**config.mk**
```make
export PLATFORM = sky130hd
export DESIGN_NAME = i2s_stereo_tx
export DESIGN_NICKNAME = d
export VERILOG_FILES = /design/src/rtl/i2stx_pkg.sv /design/src/rtl/i2stx_fifo.sv /design/src/rtl/i2stx_serial.sv /design/src/rtl/i2s_stereo_tx.sv
export SDC_FILE = /design/constraint.sdc
export NUM_CORES = 1
export LEC_CHECK = 0
export CAP_MARGIN = 10
export CORE_UTILIZATION = 50
export DETAILED_ROUTE_END_ITERATION = 10
export PLACE_DENSITY = 0.67
export REMOVE_ABC_BUFFERS = 1
export SLEW_MARGIN = 20
export SYNTH_ARGS = -nofsm -noshare
export SYNTH_HDL_FRONTEND = slang
export SYNTH_SLANG_ARGS = --single-unit
```
**constraint.sdc**
```tcl
create_clock -name clk -period 9.5 [get_ports clk]
set_input_delay 1.9 -clock clk [delete_from_list [all_inputs] [get_ports clk]]
set_output_delay 1.9 -clock clk [all_outputs]
set_load 0.05 [all_outputs]
```
**src/rtl/i2stx_pkg.sv**
```systemverilog
package i2stx_pkg;

    localparam int SAMPLE_W = 16;
    localparam int SLOTS    = 2 * SAMPLE_W;

    typedef logic [SAMPLE_W-1:0] sample_t;

    typedef struct packed {
        sample_t left;
        sample_t right;
    } pair_t;

    // Word select is high from the last left bit up to the bit before the
    // last right bit, which gives the one-bit lead of the I2S format.
    function automatic logic ws_for_slot(input int slot);
        return (slot >= SAMPLE_W - 1) && (slot <= SLOTS - 2);
    endfunction

    function automatic int half_mark(input int depth);
        return depth / 2;
    endfunction

endpackage

```
**src/rtl/i2stx_fifo.sv**
```systemverilog
module i2stx_fifo
    import i2stx_pkg::*;
#(
    parameter int DEPTH = 8
) (
    input  logic  clk,
    input  logic  rst,
    input  logic  push,
    input  pair_t push_data,
    input  logic  pop,
    output pair_t head,
    output logic  empty,
    output logic  half,
    output logic  full
);
    localparam int AW = (DEPTH > 1) ? $clog2(DEPTH) : 1;
    localparam int CW = $clog2(DEPTH + 1);

    pair_t         mem [DEPTH];
    logic [AW-1:0] wr_ptr, rd_ptr;
    logic [CW-1:0] count;
    logic          push_ok, pop_ok;

    assign empty   = (count == '0);
    assign full    = (count == CW'(DEPTH));
    assign half    = (count <= CW'(half_mark(DEPTH)));
    assign push_ok = push && !full;
    assign pop_ok  = pop && !empty;
    assign head    = mem[rd_ptr];

    always_ff @(posedge clk) begin
        if (push_ok) mem[wr_ptr] <= push_data;
    end

    always_ff @(posedge clk) begin
        if (rst) begin
            wr_ptr <= '0;
            rd_ptr <= '0;
            count  <= '0;
        end else begin
            if (push_ok) wr_ptr <= (wr_ptr == AW'(DEPTH - 1)) ? '0 : wr_ptr + AW'(1);
            if (pop_ok)  rd_ptr <= (rd_ptr == AW'(DEPTH - 1)) ? '0 : rd_ptr + AW'(1);
            case ({push_ok, pop_ok})
                2'b10:   count <= count + CW'(1);
                2'b01:   count <= count - CW'(1);
                default: count <= count;
            endcase
        end
    end

    // level bounded by depth
    a_r2_level_bound: assert property (@(posedge clk) disable iff (rst)
        count <= CW'(DEPTH));

    // a write into a full queue is dropped
    a_r3_full_drop: assert property (@(posedge clk) disable iff (rst)
        (push && full && !pop) |=> (count == $past(count)));

    // a fetch from an empty queue leaves the read pointer alone
    a_r8_ptr_hold: assert property (@(posedge clk) disable iff (rst)
        (pop && empty) |=> $stable(rd_ptr));

endmodule

```
**src/rtl/i2stx_serial.sv**
```systemverilog
module i2stx_serial
    import i2stx_pkg::*;
#(
    parameter int DIV_HALF = 2
) (
    input  logic  clk,
    input  logic  rst,
    input  logic  enable,
    input  logic  q_empty,
    input  pair_t q_head,
    output logic  fetch,
    output logic  fetch_miss,
    output logic  sck,
    output logic  ws,
    output logic  sd
);
    localparam int DW = (DIV_HALF > 1) ? $clog2(DIV_HALF) : 1;
    localparam int SW = $clog2(SLOTS);

    logic          run_q;
    logic          sck_q;
    logic [DW-1:0] div_q;
    logic [SW-1:0] slot_q;
    sample_t       shreg;
    pair_t         hold;

    logic tick, fall, mid, wrap, start;

    assign start      = enable && !run_q;
    assign tick       = run_q && (div_q == DW'(DIV_HALF - 1));
    assign fall       = tick && sck_q;
    assign mid        = fall && (slot_q == SW'(SAMPLE_W - 1));
    assign wrap       = fall && (slot_q == SW'(SLOTS - 1));
    assign fetch      = (start || mid) && enable;
    assign fetch_miss = mid && enable && q_empty;

    assign sck = sck_q;
    assign ws  = run_q && ws_for_slot(int'(slot_q));
    assign sd  = run_q && shreg[SAMPLE_W-1];

    always_ff @(posedge clk) begin
        if (rst) begin
            run_q  <= 1'b0;
            sck_q  <= 1'b0;
            div_q  <= '0;
            slot_q <= '0;
            shreg  <= '0;
            hold   <= '0;
        end else if (!enable) begin
            run_q  <= 1'b0;
            sck_q  <= 1'b0;
            div_q  <= '0;
            slot_q <= '0;
        end else if (start) begin
            run_q  <= 1'b1;
            sck_q  <= 1'b0;
            div_q  <= '0;
            slot_q <= '0;
            if (!q_empty) begin
                hold  <= q_head;
                shreg <= q_head.left;
            end else begin
                shreg <= hold.left;
            end
        end else begin
            if (tick) begin
                div_q <= '0;
                sck_q <= ~sck_q;
            end else begin
                div_q <= div_q + DW'(1);
            end
            if (fall) begin
                slot_q <= wrap ? '0 : slot_q + SW'(1);
                if (mid) begin
                    shreg <= hold.right;
                    if (!q_empty) hold <= q_head;
                end else if (wrap) begin
                    shreg <= hold.left;
                end else begin
                    shreg <= shreg << 1;
                end
            end
        end
    end

    // bit clock parked low while disabled
    a_r4_sck_idle: assert property (@(posedge clk) disable iff (rst)
        !enable |=> !sck);

    // line changes only after a falling bit-clock edge
    a_r5_change_on_fall: assert property (@(posedge clk) disable iff (rst)
        (run_q && $past(run_q) && !($past(sck_q) && !sck_q)) |-> ($stable(sd) && $stable(ws)));

endmodule

```
**src/rtl/i2s_stereo_tx.sv**
```systemverilog
module i2s_stereo_tx
    import i2stx_pkg::*;
#(
    parameter int FIFO_DEPTH = 8,
    parameter int DIV_HALF   = 2
) (
    input  logic                clk,
    input  logic                rst,
    input  logic                enable,
    input  logic                wr_en,
    input  logic [SAMPLE_W-1:0] wr_left,
    input  logic [SAMPLE_W-1:0] wr_right,
    output logic                sck,
    output logic                ws,
    output logic                sd,
    output logic                st_empty,
    output logic                st_half,
    output logic                st_full,
    output logic                st_overflow,
    output logic                st_underflow
);
    pair_t wr_pair, head;
    logic  fetch, fetch_miss;
    logic  ovf_q, udf_q;

    assign wr_pair = '{left: wr_left, right: wr_right};

    i2stx_fifo #(.DEPTH(FIFO_DEPTH)) u_fifo (
        .clk       (clk),
        .rst       (rst),
        .push      (wr_en),
        .push_data (wr_pair),
        .pop       (fetch),
        .head      (head),
        .empty     (st_empty),
        .half      (st_half),
        .full      (st_full)
    );

    i2stx_serial #(.DIV_HALF(DIV_HALF)) u_ser (
        .clk        (clk),
        .rst        (rst),
        .enable     (enable),
        .q_empty    (st_empty),
        .q_head     (head),
        .fetch      (fetch),
        .fetch_miss (fetch_miss),
        .sck        (sck),
        .ws         (ws),
        .sd         (sd)
    );

    always_ff @(posedge clk) begin
        if (rst) begin
            ovf_q <= 1'b0;
            udf_q <= 1'b0;
        end else begin
            if (wr_en && st_full) ovf_q <= 1'b1;
            if (!enable || (wr_en && !st_full)) udf_q <= 1'b0;
            else if (fetch_miss)                udf_q <= 1'b1;
        end
    end

    assign st_overflow  = ovf_q;
    assign st_underflow = udf_q;

    // overflow is sticky
    a_r3_ovf_sticky: assert property (@(posedge clk) disable iff (rst)
        st_overflow |=> st_overflow);

    // writing into a full queue raises overflow
    a_r3_ovf_set: assert property (@(posedge clk) disable iff (rst)
        (wr_en && st_full) |=> st_overflow);

    // a disabled channel shows no underflow
    a_r9_udf_off: assert property (@(posedge clk) disable iff (rst)
        !enable |=> !st_underflow);

endmodule

```
==> results.tsv, run 1 <==
metric	value	unit
crit_arrival	2.84	ns
crit_chain	ha_1 -> and3_1 -> ha_1 -> a41oi_1 -> a21oi_1 -> clkdlybuf4s50_1	
critPathSlowestCell	clkdlybuf4s50_1	
synthMuxAreaShare	14.6	%
cts_max_level	2	
min_path_cells	2	
dp.cells	1121	
fin_ws	4.76	ns
nNetsFinal	874	
synth_cells	780	
die_area	0.0265	sq mm
clk_pin_slew	0.06	ns
die_w	163	um
synthToLayoutAreaGrowth	13.7	%
port_buffers	43	
grt_start_max_net_pins	56	
end_kind	primary output	
setup_viol	0	
p_total	0.00360	W
gp_congestion	0.790	
r2r-start	u_ser.slot_q[1]	
finalWirelength	25.7	mm
rsz0062_at_grt	false	
drtAntennaViolNets	0	
yosys.area_share.simple	6.54	%
routed_via_density	5.92	
cts_made_buffers	35	
holdBufCountCts	0	
synthArstFlopShare	0	%
status	completed	
holdCritPathClass	register to register	
ff2ff_setup_slack	5.40	ns
ys.flop_type	edfxtp_1	
first_pass_iters	5	
critPathMaxFanout	11	
ff2ff_path_depth	13	
ir_drop	0.173	mV
min_from	st_overflow	
worst_setup_path_start_kind	register	
timing.final.crit_share	49.9	%
ys.warnings.count	0	
drv_cap	0	
crit_type	register to primary output	
crit_family	buffers and inverters	
p_leak	4.76	nW
ys_ff_latch	327	
cts_tree	yes	
clk_latency	0.51	ns
synth_cell_types	53	
coreArea	0.0253	sq mm
clock_skew	0.0176	ns
rows	58	
post_cts_buffers	0	
fin_util	58.2	%
synthAdderAreaFrac	0.967	%
synthXorXnorAreaFrac	0.406	%
dp_slack	4.34	ns
wl_met2	12.8	mm
grt_pass1_wl	40.5	mm
tns	0	ns
min_to	st_overflow	
fin_cells	1182	
die_y	163	um
synth.cell_area	0.0129	sq mm
power_density	245	mW/mm^2
grt_pass1_vias	7211	
ios	44	
cp.required	7.60	ns
post_cts_resize_count	0	
drtIter0Drc	798	
critPathLaunch	u_ser.slot_q[1]	
synth_top_family_by_area	multiplexers	
slew_headroom	39.8	%
max_freq	0.211	GHz
crit_buf_inv	1	
cts_num_sinks	327	
crit_top_cell	ha_1	
routed.top_layer	met4	
route.met3.wl	1.20	mm
worst_slew_pin_slew	0.903	ns
root_buffer	clkbuf_16	
grt_overflow	0	
syn_area_per_cell	16.6	sq um
final.min_clock_period	4.74	ns
drc_errors	0	
dp_hpwl	14.1	mm
antennaDiodeCount	0	
start_util	51.2	%
hold_viol	0	
clock_path_buffers	3	
cp_num_cells	6	
rr_endpoint	u_fifo.count[2]	
synth_edf_count	256	
seq_area_frac_synth	70.4	%
antenna_found_initial	0	
wl_met1	11.2	mm
synth_compound_gate_area_share	4.73	%
slowest_delay	0.81	ns
drive_gt1_share	18.7	%
num_vias	6993	
wl_per_cell	21.7	um
drv_slew	0	
grt.total_usage	20.3	%
==> worst min-delay path, stage by stage (launching register included) <==
cell     delay (ns)
dfxtp_1        0.33
a21oi_1        0.05
nor2_1         0.07
==> stage by stage <==
stage	area (sq um)	hold WS, ns
6_report	14700	0.483
5_1_grt	14700	0.519
3_3_place_gp	13700	0.456
4_1_cts	14700	0.493
3_5_place_dp	13700	0.483
2_1_floorplan	12700	0.452
==> worst max path at each step <==
stage / to / slack, ns
2_1_floorplan: u_fifo.mem[0][0] / 3.75
3_3_place_gp: u_fifo.count[2] / 4.47
3_5_place_dp: u_fifo.count[2] / 4.34
4_1_cts: ws / 4.72
5_1_grt: u_fifo.count[2] / 4.60
6_report: ws / 4.76
==> per-layer routing <==
layer,up-vias,GRT usage [%]
met4,0,6.33
met2,212,33.5
met1,3565,27.7
met3,48,3.26
met5,-,0
li1,3168,-
==> cells in the mapped netlist, types with 3 or more instances <==
library cell / n / area, sq um
inv_1: 5 / 18.8
xor2_1: 4 / 35.0
and2_1: 3 / 18.8
nand2_1: 41 / 154
o21ai_1: 28 / 140
mux4_2: 64 / 1440
mux2_2: 17 / 191
a21oi_1: 32 / 160
nor4_1: 13 / 81.3
buf_4: 8 / 60.1
nor3_1: 6 / 30.0
buf_6: 7 / 78.8
o221ai_1: 14 / 123
mux2i_1: 24 / 240
and3_1: 14 / 87.6
buf_2: 13 / 65.1
nand3_1: 4 / 20.0
nand4_1: 6 / 37.5
nor2_1: 75 / 282
ha_1: 10 / 125
edfxtp_1: 256 / 7690
dfxtp_1: 71 / 1420
nor2b_1: 3 / 18.8
nand2b_1: 4 / 25.0
or3_1: 3 / 18.8
o21ai_0: 5 / 25.0
clkbuf_1: 15 / 56.3
==> registers in the layout (all words and copies together), names as in the netlist, named ones only <==
signal	flops
u_ser.slot_q	5
u_ser.hold	32
u_ser.shreg	16
u_fifo.wr_ptr	3
u_ser.run_q	1
u_fifo.rd_ptr	3
u_fifo.count	4
st_overflow	1
u_fifo.mem	256
st_underflow	1
u_ser.sck	1
u_ser.div_q	1
==> power by group <==
group | switching [W] | total, W | leakage (nW) | internal, W
Sequential | 0.0000871 | 0.00176 | 2.91 | 0.00167
Combinational | 0.000343 | 0.000604 | 1.35 | 0.000261
Clock | 0.000522 | 0.00124 | 0.506 | 0.000719
Total | 0.000952 | 0.00360 | 4.76 | 0.00265
==> layout by cell type, fill, tap and decap left out, types with 3 or more instances in the layout <==
master,netlist,layout
o21ai_0,5,5
mux2i_1,24,24
clkinv_1,1,4
o221ai_1,14,14
nand4_1,6,6
and2_1,3,3
buf_4,8,13
dfxtp_1,71,68
inv_1,5,5
o21ai_1,28,28
inv_6,1,5
ha_1,10,10
clkbuf_16,0,35
edfxtp_1,256,256
mux2_2,17,17
mux4_2,64,64
or3_1,3,3
and3_1,14,14
a21oi_1,32,32
xor2_1,4,4
nor2b_1,3,3
nor3_2,0,4
clkbuf_1,15,11
nor2_1,75,72
nand2_1,41,41
clkinv_2,0,4
nor2_4,0,3
nor4_1,13,12
nand3_1,4,4
nand2b_1,4,4
clkdlybuf4s50_1,0,43
==> layout make-up <==
class	count	area [sq um]
Inverter	8	40.0
Timing Repair Buffer	56	528
Fill cell	1925	10600
Clock buffer	47	931
Sequential cell	327	9110
Clock inverter	14	108
Multi-Input combinational cell	400	3570
Tap cell	330	413
==> cell families (layout without fill, tap and decap cells) <==
| family | Yosys count | count (layout) |
|---|---|---|
| flip-flops | 327 | 327 |
| AND/OR/NAND/NOR | 180 | 180 |
| multiplexers | 106 | 106 |
| AO/OA/AOI/OAI | 98 | 98 |
| buffers and inverters | 53 | 125 |
| adder cells (fa/ha/maj) | 10 | 10 |
| XOR/XNOR | 6 | 6 |
(Power assumes the default switching activity.)
==> inputs of run 2 (changes only) <==
Settings changed: PLACE_DENSITY 0.67 to 0.7.
Clock period 9.5 ns to 3.98 ns, I/O delays scaled along.
==> run 2 against run 1 <==
  * Clock power increased by 140%
  * Non-clock buffer count grew 6
  * Clock skew fell by 0.0095 ns
  * Highest routed layer unchanged
  * Final cell count up 0.59%
  * Worst setup slack got worse by 4.4 ns
  * Die area unchanged
  * Critical path depth unchanged
  * Wire length shrank 0.30%
  * Count of clock-buffer cells in the layout up 1
  * Critical endpoint unchanged
  * Worst hold slack gained 0.0014 ns
  * Via count grew 0.20%
==> results.tsv, run 2 (synthesis results as in run 1) <==
metric	value	unit	change
status	completed		
p_total	0.00864	W	+140%
grt_pass1_vias	7145		-0.92%
fin_util	58.6	%	+0.39 points
cts_tree	yes		
cts_made_buffers	35		unchanged
start_util	51.2	%	unchanged
dp_slack	0.614	ns	-3.73 ns
cts_max_level	2		unchanged
finalWirelength	25.6	mm	-0.30%
power_density	584	mW/mm^2	+140%
end_kind	primary output		
route.met3.wl	1.20	mm	+0.42%
gp_congestion	0.817		+3.4%
drc_errors	0		unchanged
port_buffers	43		unchanged
drv_slew	0		unchanged
ir_drop	0.383	mV	+120%
routed.top_layer	met4		
p_leak	4.81	nW	+1.1%
cts_num_sinks	327		unchanged
grt_pass1_wl	40.2	mm	-0.82%
crit_arrival	2.85	ns	about the same
post_cts_resize_count	0		unchanged
top_register	u_fifo.mem		
clock_path_buffers	3		unchanged
multiInputGateArea	0.00357	sq mm	unchanged
clk_pin_slew	0.06	ns	about the same
drtIter0Drc	690		-14%
die_area	0.0265	sq mm	unchanged
largest_register_ffs	256		unchanged
grt_start_max_net_pins	55		-1.8%
antennaDiodeCount	0		unchanged
crit_chain	ha_1 -> and3_1 -> ha_1 -> a41oi_1 -> a21oi_1 -> clkdlybuf4s50_1		
holdCritPathClass	register to register		
reg_top3	u_fifo.mem x256, u_ser.hold x32, u_ser.shreg x16		
hold_viol	0		unchanged
coreArea	0.0253	sq mm	unchanged
critPathMaxFanout	11		unchanged
antenna_found_initial	0		unchanged
synthToLayoutAreaGrowth	14.4	%	
worst_slew_pin_slew	0.838	ns	-0.0642 ns
first_pass_iters	5		unchanged
final.min_clock_period	3.64	ns	
nFillCells	1870		-2.9%
final_common_cell	edfxtp_1		
setup_viol	0		unchanged
ios	44		unchanged
drtAntennaViolNets	0		unchanged
drv_cap	0		unchanged
slowest_delay	0.81	ns	about the same
drive_gt1_share	19.3	%	+0.66 points
wl_per_cell	21.5	um	-0.88%
grt_overflow	0		unchanged
rows	58		unchanged
timing.final.crit_share	91.5	%	
crit_family	buffers and inverters		
crit_buf_inv	1		unchanged
register_area	0.00911	sq mm	unchanged
clock_skew	0.00814	ns	-0.00949 ns
postPlaceCellArea	0.0137	sq mm	+0.37%
slew_headroom	44.1	%	+4.3 points
post_cts_buffers	0		unchanged
crit_type	register to primary output		
wl_met2	12.9	mm	+0.75%
die_w	163	um	unchanged
dp_hpwl	14.3	mm	+1.6%
crit_top_cell	ha_1		
fin_ws	0.338	ns	-4.42 ns
num_vias	7007		+0.20%
holdBufCountCts	0		unchanged
critPathSlowestCell	clkdlybuf4s50_1		
grt.total_usage	20.1	%	-0.20 points
clk_latency	0.50	ns	about the same
fin_area	0.0148	sq mm	+0.67%
wl_met1	11.0	mm	-1.4%
rsz0062_at_grt	false		
die_y	163	um	unchanged
timing.hold.ws	0.484	ns	+0.00143 ns
worst_setup_path_start_kind	register		
nNetsFinal	880		+0.69%
layout_common_cells	edfxtp_1, nor2_1, dfxtp_1, mux4_2, clkdlybuf4s50_1		
routed_via_density	5.89		-0.39%
cp.required	3.18	ns	-4.42 ns
root_buffer	clkbuf_16		
max_freq	0.275	GHz	
## run 2: cell count changes in the layout (fill, tap and decap cells not counted), sizes merged
cell,previous run,this run
inv,11,7
clkbuf,47,48
buf,13,19
clkinv,9,14
bufinv,1,0
## run 2: final timing paths
path         cells after the start  slack, ns       startpoint              end
min reg2reg                      2       0.48     st_underflow     st_underflow
max reg2reg                     13       0.56  u_ser.slot_q[1]  u_fifo.count[2]
min                              2       0.48     st_underflow     st_underflow
max                              6       0.34  u_ser.slot_q[1]               ws
## run 2: report_power, final
part / switching [W] / internal (W) / total (W) / leakage [nW]
clock network: 0.00123 / 0.00174 / 0.00296 / 0.522
registers: 0.000222 / 0.00399 / 0.00421 / 2.91
logic: 0.000812 / 0.000656 / 0.00147 / 1.38
total: 0.00226 / 0.00638 / 0.00864 / 4.81
## run 2: through the flow
stage	std cells	TNS (ns)
after floorplan	735	-21.42
after global placement	1126	0
after detailed placement	1126	0
after CTS	1188	0
after global routing	1189	0
final	1189	0
## run 2: routing by layer
metal | up-vias | track usage [%]
li1 | 3174 | -
met1 | 3577 | 26.9
met2 | 212 | 33.9
met3 | 44 | 3.21
met4 | 0 | 6.03
met5 | - | 0
## run 2: layout make-up
class / count / share of cell area [%]
clock inverters: 14 / 0.490
inverters: 8 / 0.270
repair buffers: 62 / 4.09
multi-input cells: 400 / 24.1
flip-flops and latches: 327 / 61.6
clock buffers: 48 / 6.67
well taps: 330 / 2.79
## run 2: tightest hold or removal path: cells and delay by family (launching register included)
family | cells | cell delay, ns
DFF | 1 | 0.33
AOI/OAI and AO/OA | 1 | 0.04
and+or+nand+nor | 1 | 0.08
